**src/rtl/rfsh_pkg.sv**
```systemverilog
package rfsh_pkg;
  typedef enum logic [1:0] {
    CMD_NOP  = 2'd0,
    CMD_PREA = 2'd1,
    CMD_REF  = 2'd2,
    CMD_SREF = 2'd3
  } rfsh_cmd_e;

  typedef enum logic [1:0] {
    S_IDLE,
    S_PGAP,
    S_RGAP,
    S_SR
  } rfsh_state_e;
endpackage

```
**src/rtl/rfsh_timer.sv**
```systemverilog
module rfsh_timer #(
  parameter int unsigned CNT_W = 12,
  parameter logic [CNT_W-1:0] RST_PERIOD = 12'h5DC
) (
  input  logic             clk_i,
  input  logic             rst_ni,
  input  logic             load_i,
  input  logic [CNT_W-1:0] period_i,
  output logic [CNT_W-1:0] count_o,
  output logic             expire_o
);
  logic [CNT_W-1:0] period_q, count_q, period_eff;

  // zero period would pin the counter at zero
  assign period_eff = (period_i == '0) ? CNT_W'(1) : period_i;

  always_ff @(posedge clk_i or negedge rst_ni) begin
    if (!rst_ni) begin
      period_q <= RST_PERIOD;
      count_q  <= RST_PERIOD;
    end else if (load_i) begin
      period_q <= period_eff;
      count_q  <= period_eff;
    end else if (count_q == '0) begin
      count_q <= period_q;
    end else begin
      count_q <= count_q - 1'b1;
    end
  end

  assign count_o  = count_q;
  assign expire_o = (count_q == '0);

  assert_reload_R2: assert property (@(posedge clk_i) disable iff (!rst_ni)
    (count_q == '0 && !load_i) |=> count_q == $past(period_q));
  assert_pulse_R3: assert property (@(posedge clk_i) disable iff (!rst_ni)
    expire_o |=> !expire_o);
  assert_load_R4: assert property (@(posedge clk_i) disable iff (!rst_ni)
    load_i |=> (count_q != '0 && count_q == period_q));
endmodule

```
**src/rtl/rfsh_pending.sv**
```systemverilog
module rfsh_pending #(
  parameter int unsigned PEND_W = 4
) (
  input  logic              clk_i,
  input  logic              rst_ni,
  input  logic              add_i,
  input  logic [2:0]        amt_i,
  input  logic              dec_i,
  output logic [PEND_W-1:0] pend_o,
  output logic              nonzero_o
);
  localparam logic [PEND_W-1:0] MAX_P   = '1;
  localparam logic [PEND_W+2:0] MAX_EXT = {3'b000, MAX_P};

  logic [PEND_W-1:0] pend_q;
  logic [PEND_W+2:0] sum;
  logic [PEND_W+2:0] head;

  always_comb begin
    sum = {3'b000, pend_q} + (add_i ? {{PEND_W{1'b0}}, amt_i} : '0);
    if (dec_i && sum != '0) sum = sum - 1'b1;
  end

  always_ff @(posedge clk_i or negedge rst_ni) begin
    if (!rst_ni)            pend_q <= '0;
    else if (sum > MAX_EXT) pend_q <= MAX_P;
    else                    pend_q <= sum[PEND_W-1:0];
  end

  assign pend_o    = pend_q;
  assign nonzero_o = (pend_q != '0);
  assign head      = {3'b000, pend_q} + (PEND_W+3)'(4);

  assert_dec_R8: assert property (@(posedge clk_i) disable iff (!rst_ni)
    (dec_i && !add_i) |=> pend_q == $past(pend_q) - 1'b1);
  assert_add_R8: assert property (@(posedge clk_i) disable iff (!rst_ni)
    (add_i && !dec_i && head <= MAX_EXT) |=>
      pend_q == $past(pend_q) + PEND_W'($past(amt_i)));
  assert_sat_R8: assert property (@(posedge clk_i) disable iff (!rst_ni)
    (add_i && pend_q == MAX_P) |=> pend_q == MAX_P);
endmodule

```
**src/rtl/rfsh_seq.sv**
```systemverilog
module rfsh_seq
  import rfsh_pkg::*;
#(
  parameter int unsigned GAP_W = 4
) (
  input  logic             clk_i,
  input  logic             rst_ni,
  input  logic             sdram_en_i,
  input  logic             sr_i,
  input  logic             pend_nz_i,
  input  logic             busy_i,
  input  logic [GAP_W-1:0] trp_i,
  input  logic [GAP_W-1:0] trfc_i,
  output logic             req_o,
  output rfsh_cmd_e        cmd_o,
  output logic             cke_o,
  output logic             dec_o
);
  rfsh_state_e      state_q, state_d;
  rfsh_cmd_e        cmd_q, cmd_d;
  logic [GAP_W-1:0] gap_q, gap_d;
  logic             cke_q, cke_d;
  logic             want;

  function automatic logic [GAP_W-1:0] gap_ld(input logic [GAP_W-1:0] g);
    return (g == '0) ? '0 : g - 1'b1;
  endfunction

  assign want = sdram_en_i && (pend_nz_i || sr_i);

  always_comb begin
    state_d = state_q;
    cmd_d   = CMD_NOP;
    gap_d   = gap_q;
    cke_d   = cke_q;
    dec_o   = 1'b0;
    unique case (state_q)
      S_IDLE: if (want && !busy_i) begin
        cmd_d   = CMD_PREA;
        gap_d   = gap_ld(trp_i);
        state_d = S_PGAP;
      end
      S_PGAP: begin
        if (gap_q != '0) gap_d = gap_q - 1'b1;
        else if (sdram_en_i && sr_i) begin
          cmd_d   = CMD_SREF;
          cke_d   = 1'b0;
          state_d = S_SR;
        end else if (pend_nz_i) begin
          cmd_d   = CMD_REF;
          dec_o   = 1'b1;
          gap_d   = gap_ld(trfc_i);
          state_d = S_RGAP;
        end else state_d = S_IDLE;
      end
      S_RGAP: begin
        if (gap_q != '0) gap_d = gap_q - 1'b1;
        else if (pend_nz_i && sdram_en_i && !sr_i) begin
          cmd_d = CMD_REF;
          dec_o = 1'b1;
          gap_d = gap_ld(trfc_i);
        end else state_d = S_IDLE;
      end
      S_SR: if (!sr_i) begin
        cke_d   = 1'b1;
        gap_d   = gap_ld(trfc_i);
        state_d = S_RGAP;
      end
      default: state_d = S_IDLE;
    endcase
  end

  always_ff @(posedge clk_i or negedge rst_ni) begin
    if (!rst_ni) begin
      state_q <= S_IDLE;
      cmd_q   <= CMD_NOP;
      gap_q   <= '0;
      cke_q   <= 1'b1;
    end else begin
      state_q <= state_d;
      cmd_q   <= cmd_d;
      gap_q   <= gap_d;
      cke_q   <= cke_d;
    end
  end

  assign req_o = (state_q != S_IDLE) || want;
  assign cmd_o = cmd_q;
  assign cke_o = cke_q;

  assert_grant_R6: assert property (@(posedge clk_i) disable iff (!rst_ni)
    (cmd_q == CMD_PREA) |-> $past(req_o && !busy_i));
  assert_busy_hold_R6: assert property (@(posedge clk_i) disable iff (!rst_ni)
    (state_q == S_IDLE && busy_i) |=> cmd_q == CMD_NOP);
  assert_disabled_R9: assert property (@(posedge clk_i) disable iff (!rst_ni)
    (state_q == S_IDLE && !sdram_en_i) |=> cmd_q == CMD_NOP);
  assert_sref_cke_R10: assert property (@(posedge clk_i) disable iff (!rst_ni)
    (cmd_q == CMD_SREF) |-> !cke_q);
  assert_no_ref_in_sr_R10: assert property (@(posedge clk_i) disable iff (!rst_ni)
    (!cke_q) |-> cmd_q != CMD_REF);
endmodule

```
**src/rtl/sdram_refresh_sched.sv**
```systemverilog
module sdram_refresh_sched
  import rfsh_pkg::*;
#(
  parameter int unsigned CNT_W    = 12,
  parameter int unsigned PEND_W   = 4,
  parameter int unsigned GAP_W    = 4,
  parameter logic [CNT_W-1:0] RST_PERIOD = 12'h5DC,
  parameter logic [GAP_W-1:0] RST_TRP    = 4'd3,
  parameter logic [GAP_W-1:0] RST_TRFC   = 4'd8
) (
  input  logic             clk_i,
  input  logic             rst_ni,
  input  logic             cfg_we_i,
  input  logic [CNT_W-1:0] cfg_period_i,
  input  logic [1:0]       cfg_mult_i,
  input  logic             gap_we_i,
  input  logic [GAP_W-1:0] gap_trp_i,
  input  logic [GAP_W-1:0] gap_trfc_i,
  input  logic             sdram_en_i,
  input  logic             self_refresh_i,
  input  logic             arb_busy_i,
  output logic [CNT_W-1:0] count_o,
  output logic             tick_o,
  output logic             rfsh_req_o,
  output logic [1:0]       cmd_o,
  output logic             cke_o
);
  logic [1:0]        mult_q;
  logic [GAP_W-1:0]  trp_q, trfc_q;
  logic              expire, dec, pend_nz, seq_cke;
  logic [PEND_W-1:0] pend;
  rfsh_cmd_e         seq_cmd;

  always_ff @(posedge clk_i or negedge rst_ni) begin
    if (!rst_ni) begin
      mult_q <= '0;
      trp_q  <= RST_TRP;
      trfc_q <= RST_TRFC;
    end else begin
      if (cfg_we_i) mult_q <= cfg_mult_i;
      if (gap_we_i) begin
        trp_q  <= gap_trp_i;
        trfc_q <= gap_trfc_i;
      end
    end
  end

  rfsh_timer #(.CNT_W(CNT_W), .RST_PERIOD(RST_PERIOD)) u_timer (
    .clk_i, .rst_ni,
    .load_i   (cfg_we_i),
    .period_i (cfg_period_i),
    .count_o  (count_o),
    .expire_o (expire)
  );

  rfsh_pending #(.PEND_W(PEND_W)) u_pend (
    .clk_i, .rst_ni,
    .add_i     (expire && sdram_en_i),
    .amt_i     ({1'b0, mult_q} + 3'd1),
    .dec_i     (dec),
    .pend_o    (pend),
    .nonzero_o (pend_nz)
  );

  rfsh_seq #(.GAP_W(GAP_W)) u_seq (
    .clk_i, .rst_ni,
    .sdram_en_i (sdram_en_i),
    .sr_i       (self_refresh_i),
    .pend_nz_i  (pend_nz),
    .busy_i     (arb_busy_i),
    .trp_i      (trp_q),
    .trfc_i     (trfc_q),
    .req_o      (rfsh_req_o),
    .cmd_o      (seq_cmd),
    .cke_o      (seq_cke),
    .dec_o      (dec)
  );

  assign tick_o = expire;
  assign cmd_o  = seq_cmd;
  // without SDRAM the pin is a plain inverted output
  assign cke_o  = sdram_en_i ? seq_cke : ~self_refresh_i;

  assert_tick_zero_R3: assert property (@(posedge clk_i) disable iff (!rst_ni)
    tick_o |-> count_o == '0);
  assert_dec_owed_R8: assert property (@(posedge clk_i) disable iff (!rst_ni)
    dec |-> pend != '0);
endmodule

```
**config.mk**
```make
export PLATFORM = sky130hd
export DESIGN_NAME = sdram_refresh_sched
export DESIGN_NICKNAME = d
export VERILOG_FILES = /design/src/rtl/rfsh_pkg.sv /design/src/rtl/rfsh_timer.sv /design/src/rtl/rfsh_pending.sv /design/src/rtl/rfsh_seq.sv /design/src/rtl/sdram_refresh_sched.sv
export SDC_FILE = /design/constraint.sdc
export NUM_CORES = 1
export LEC_CHECK = 0
export BUFFER_PORTS_ARGS = -buffer_cell sky130_fd_sc_hd__buf_2
export CORE_ASPECT_RATIO = 1.5
export CORE_MARGIN = 1.5
export CORE_UTILIZATION = 55
export CTS_CLUSTER_DIAMETER = 30
export DETAILED_ROUTE_END_ITERATION = 6
export PLACE_DENSITY = 0.87
export SYNTH_ARGS = -nofsm -noshare
export SYNTH_HDL_FRONTEND = slang
export SYNTH_SLANG_ARGS = --single-unit
```
**constraint.sdc**
```tcl
create_clock -name clk_i -period 6.6 [get_ports clk_i]
set_input_delay 0.33 -clock clk_i [delete_from_list [all_inputs] [get_ports clk_i]]
set_output_delay 0.33 -clock clk_i [all_outputs]
set_load 0.02 [all_outputs]
```
# Word level (Yosys, flattened, before mapping)

Cells that the tools add are included.
W data, S select, Z words.

$add $sub $neg: 7
Magnitude comparators: 1
Eq/ne operators: 12
Mux-type cells: 40
Bitwise logic cells: 1
Reduce and logical (&&, ||, !) cells: 24

Operator list:

| kind                    | number |
|---|---|
| $mux W4                 | 10 |
| $mux W12                | 3 |
| $logic_not A12 Y1       | 2 |
| $mux W2                 | 10 |
| $pmux W4 S4             | 1 |
| $sub A12 B1 Y12 const B | 1 |
| $sub A4 B1 Y4 const B   | 3 |
| $mux W1                 | 10 |
| $reduce_and A5 Y1       | 2 |
| $logic_not A4 Y1        | 2 |
| $ne A2 B2 Y1 const B    | 4 |
| $pmux W2 S4             | 1 |
| $reduce_bool A4 Y1      | 2 |
| $add A4 B7 Y7           | 1 |
| $gt A7 B4 Y1 const B    | 1 |
| $logic_and A1 B1 Y1     | 7 |
| $mux W7                 | 1 |
| $reduce_bool A7 Y1      | 1 |
| $sub A7 B1 Y7 const B   | 1 |
| $ne A3 B1 Y1 const B    | 2 |
| $pmux W2 S3             | 1 |
| $eq A2 B2 Y1 const B    | 2 |
| $ne A2 B1 Y1 const B    | 2 |
| $pmux W1 S2             | 2 |
| 10 further kinds        | 13 |

Register bits: 47
Word-level logic and storage cells: 95

# Longest topological paths before layout

Depth after elaboration: 10
Mapped depth: 17
Gate-level depth less buffers: 16

# Cells and area by module

From an unflattened synthesis, not the netlist that was laid out.

Cells, all modules: 350
Area total of the unflattened synthesis: 3338.2 µm²

Modules (own cells, without submodules):

| module              | times used | cells each | area each (µm²) | sequential area each (µm²) |
|---|---|---|---|---|
| rfsh_timer          | 1          | 139        | 1318.8          | 618.1 |
| rfsh_seq            | 1          | 114        | 974.7           | 226.5 |
| rfsh_pending        | 1          | 70         | 608.1           | 100.1 |
| sdram_refresh_sched | 1          | 27         | 436.7           | 254.0 |

# Least setup slack after synthesis

No wires, ideal clock.

Kind: reg2reg
Start point: reg u_timer.count_q[0] (netlist: u_timer.count_o[0])
End point: reg u_pend.pend_q[1] (netlist: u_pend.pend_o[1])
Library setup time: 0.124 ns
Arrival: 3.592 ns
Slack: 2.884 ns
Stages on the path, launching flop included: 18
Path buffers: 1
Clock period less this slack: 3.716 ns
Path through: dfrtp_1 > inv_1 > ha_1 > nor2b_1 > nand4b_1 > inv_1 > buf_2 > nand2_1 > nor2_1 > ha_1 > fa_1 > inv_1 > ha_1 > nor3b_1 > a211oi_1 > a41oi_2 > a2bb2oi_2 > a211o_1

Cells in the longest elaborated chain, start to end: 9
Elaborated cells between the ends (all ways): 10

Ends and longest elaborated chain:

| item                                                                  | RTL line                  | RTL |
|---|---|---|
| from (decl)                                                           | rfsh_timer.sv:12          | `logic [CNT_W-1:0] period_q, count_q, period_eff;` |
| from (signal assigned)                                                | rfsh_timer.sv:23          | `count_q <= period_eff;` |
| from (signal assigned)                                                | rfsh_timer.sv:25          | `count_q <= period_q;` |
| from (signal assigned)                                                | rfsh_timer.sv:27          | `count_q <= count_q - 1'b1;` |
| $logic_not A12 Y1 (*)                                                 | rfsh_timer.sv:32          | `assign expire_o = (count_q == '0);` |
| via tick_o                                                            | sdram_refresh_sched.sv:23 | `output logic tick_o,` |
| $logic_and A1 B1 Y1 (*)                                               | sdram_refresh_sched.sv:58 | `.add_i (expire && sdram_en_i),` |
| $mux W3 (*)                                                           | rfsh_pending.sv:20        | `sum = {3'b000, pend_q} + (add_i ? {{PEND_W{1'b0}}, amt_i} : '0);` |
| $add A4 B7 Y7 (*)                                                     | rfsh_pending.sv:20        |  |
| parallel branches: the longest is 2 deep, another holds $sub A7 B1 Y7 | n/a                       |  |
| $mux W7 (*)                                                           | rfsh_pending.sv:21        | `if (dec_i && sum != '0) sum = sum - 1'b1;` |
| $gt A7 B4 Y1                                                          | rfsh_pending.sv:26        | `else if (sum > MAX_EXT) pend_q <= MAX_P;` |
| $mux W4 (*)                                                           | rfsh_pending.sv:26        |  |
| to (signal assigned)                                                  | rfsh_pending.sv:27        | `else pend_q <= sum[PEND_W-1:0];` |
| to (decl)                                                             | rfsh_pending.sv:15        | `logic [PEND_W-1:0] pend_q;` |

Mark *: on every way through the listed nets, which the timed path passes.
A chain may end at the register's enable or synchronous reset.

# Worst setup path in the final report

Start point: reg u_timer.count_q[0] (netlist: u_timer.count_o[0])
End point: reg u_pend.pend_q[3] (netlist: u_pend.pend_o[3])

Cells in the longest elaborated chain, start to end: 9
Elaborated cells between the ends (all ways): 10

Ends and longest elaborated chain:

| item                                                                  | RTL line |
|---|---|
| $logic_not A12 Y1 (*)                                                 | rfsh_timer.sv:32 |
| $logic_and A1 B1 Y1 (*)                                               | sdram_refresh_sched.sv:58 |
| $mux W3 (*)                                                           | rfsh_pending.sv:20 |
| $add A4 B7 Y7 (*)                                                     | rfsh_pending.sv:20 |
| parallel branches: the longest is 2 deep, another holds $sub A7 B1 Y7 | n/a |
| $mux W7 (*)                                                           | rfsh_pending.sv:21 |
| $gt A7 B4 Y1                                                          | rfsh_pending.sv:26 |
| $mux W4 (*)                                                           | rfsh_pending.sv:26 |

Mark *: on every way between the ends.

==> metrics.cfg <==
[status]
outcome=finished, final reports clean

[drt]
drt_wl_total_um=6530
vias=2526
antenna_left=0
wl_per_cell_um=15.1
first_pass_iters=4
vias_per_cell=5.83
drt_iter0_drc=112
drc=0

[global_routing]
grt_max_degree=48
overflow=0
first_global_vias=2563
grt_pass1_wl_um=11400
antenna_found_initial=0
grt_use_total_pct=24.1

[timing]
clock_skew_ps=3.64
period_share_pct=62.8
hold_ws_ps=198
fin_tns_setup_ps=0
drv_slew=0
rsz0062_at_grt=false
hold_viol=0
finalSetupViolCount=0
worstMarginPinSlew_ps=1030
maxSlewHeadroom_pct=31.1
max_freq_ghz=0.241
fin_crit_ps=4150

[setup_path]
crit_fanout=20
cp.arrival_ps=4320
setup.worst_path.start=u_timer.count_o[0]
r2r_start=u_timer.count_o[0]
start_kind=register
crit_type=register to register
worstSetupEndpointType=register
critPathRequiredTime_ps=6770

[logic_synthesis]
synthMuxAreaShare_pct=5.31
synthArstFlopShare_pct=100
netlist.area_leader.share_pct=24.1
ys_seq_area_share_pct=39.8
yosysUniqueCellTypes=64
synth_compound_area_share_pct=20.1
synthesis.nets=374
synth_top_family_by_area=compound AO/OA/AOI/OAI gates
yosysTopAreaCell=dfrtp_1
synth.most_common_cell=o21ai_0
yosys_warnings=0
synth-seq-cells=47
netlist_area_mm2=0.00302
ys.flop_type=dfrtp_1
synthSimpleGateAreaFrac_pct=17.1
synth_area_leaders=dfrtp_1 24%, dfstp_2 16%, ha_1 7.1%
syn_inst=327
synth_edf_count=0
synthTopCellsByCount=40 x o21ai_0, 36 x nand2_1, 29 x dfrtp_1
syn_area_per_cell_um2=9.22
synth_xor_area_share_pct=3.78
synth_fa_ha_area_share_pct=7.72

[place]
dp_hpwl_um=4860
place_inst=425
globalplace.congestion=0.893
numPortBuffers=45

[cts]
cts-root-buf=clkbuf_8
cts.sinks=47
cts_tree=built
postCtsResizedCells=0
cts.clk_slew.worst_paths_ps=100
post-cts-setup-buffers=0
insertion_delay_ps=310
cts-htree-levels=2
cts_buffer_depth=2
cts-buffers-inserted=5
cts_hold_buf=0

[layout]
fin_cells=433
antennaDiodeCount=0
area_growth_syn_to_layout_pct=10.6
drive_gt1_share_pct=26.8
fin_nets=411
n_fill_cell=434

[flow_run]
cap_viol_max_count=0

[die]
pin_count=46
fp.coreArea_mm2=0.00520
dieArea_mm2=0.00594
rows=32
die_h_um=93.7
die_x_um=63.5
initial_core_util_pct=57.9

[power_and_ir_drop]
peakVddDrop_v=0.000156
p_leak_uw=0.00152
power.density_mw_per_mm2=278

[min_path]
hold_class=input pin to asynchronous set/reset pin

-- layer usage --
| metal | up-vias | track usage, % | routed length (um) |
|---|---|---|---|
| met5 | - | 0 | 0 |
| met2 | 85 | 43.5 | 3410 |
| met4 | 0 | 11.6 | 200 |
| met1 | 1198 | 26.6 | 2620 |
| met3 | 20 | 4.92 | 294 |
| li1 | 1223 | - | - |
-- layout by cell type (no fill, tap or decap), types with 2 or more instances in the layout --
cell type / n
o21ai_2: 2
and3_1: 2
o21a_1: 2
dfstp_2: 18
nand4b_1: 2
xor2_1: 5
o211ai_1: 3
and2_1: 3
nand4_1: 2
nor3b_1: 4
buf_2: 45
inv_1: 28
a211oi_1: 3
nor3_1: 6
xnor2_1: 8
a21oi_1: 14
nand3_1: 3
a21o_1: 2
inv_6: 3
nor2_1: 20
a31oi_1: 2
clkbuf_8: 5
ha_1: 17
nor2b_1: 3
nand2b_1: 4
a211o_1: 2
nand2_1: 36
a311oi_1: 3
dfrtp_1: 29
o21ai_0: 40
nor4_1: 6
o31ai_1: 2
mux2_2: 12
-- per-stage QoR --
stage / instance area, um^2 / total power [uW] / setup WS (ps) / util (%)
after floorplan: 3020 / 651 / 2880 / -
after global placement: 3240 / 723 / 2740 / 62.3
after detailed placement: 3240 / 737 / 2560 / 62.3
after CTS: 3340 / 929 / 2490 / 64.1
after global routing: 3340 / 994 / 2120 / 64.1
final: 3340 / 928 / 2450 / 64.1
-- logic make-up after synthesis --
group,after synthesis
multiplexers,14
flip-flops,47
XOR/XNOR,13
adder cells (fa/ha/maj),18
buffers and inverters,43
AND/OR/NAND/NOR,100
AO/OA/AOI/OAI,92
-- cell type report --
cell class | instances | area [um^2] | area share [%]
Clock inverter | 3 | 26.3 | 0.788
Inverter | 28 | 105 | 3.15
Sequential cell | 47 | 1200 | 35.9
Timing Repair Buffer | 45 | 225 | 6.75
Tap cell | 68 | 85.1 | 2.55
Multi-Input combinational cell | 237 | 1630 | 48.8
Clock buffer | 5 | 68.8 | 2.06
-- sequential cells by signal, summed over array words and instances (netlist names) --
register          count
u_pend.pend_o         4
u_seq.state_q         2
u_seq.cke_o           1
u_timer.period_q     12
trfc_q                4
u_timer.count_o      12
trp_q                 4
u_seq.gap_q           4
mult_q                2
u_seq.cmd_o           2
-- final timing paths --
path | slack, ps | endpoint | depth (start not counted)
setup reg to reg | 2450 | u_pend.pend_o[3] | 16
max in group asynchronous | 5770 | u_seq.state_q[1] | 1
setup / recovery | 2450 | u_pend.pend_o[3] | 16
min in group clk_i | 250 | mult_q[1] | 2
hold / removal | 200 | u_pend.pend_o[3] | 1
hold reg to reg | 480 | u_timer.period_q[3] | 2
-- power breakdown --
part	internal, uW	total (uW)	switching (uW)
sequential	341	383	42.1
combinational	156	357	201
clock	78.8	188	109
total	576	928	352
-- worst max-delay path, cell delays in order (launching register included) --
cell and delay (ps):
dfrtp_1 430, inv_1 90, ha_1 200, nor2b_1 160, nand4b_1 250, inv_1 310, nand2_1 140, nor2_1 50
ha_1 210, fa_1 600, inv_1 90, ha_1 220, nor3b_1 140, a211oi_1 530, nand2_1 160, nor4_1 300
a211oi_1 120
Power figures use the tool's default switching activity.
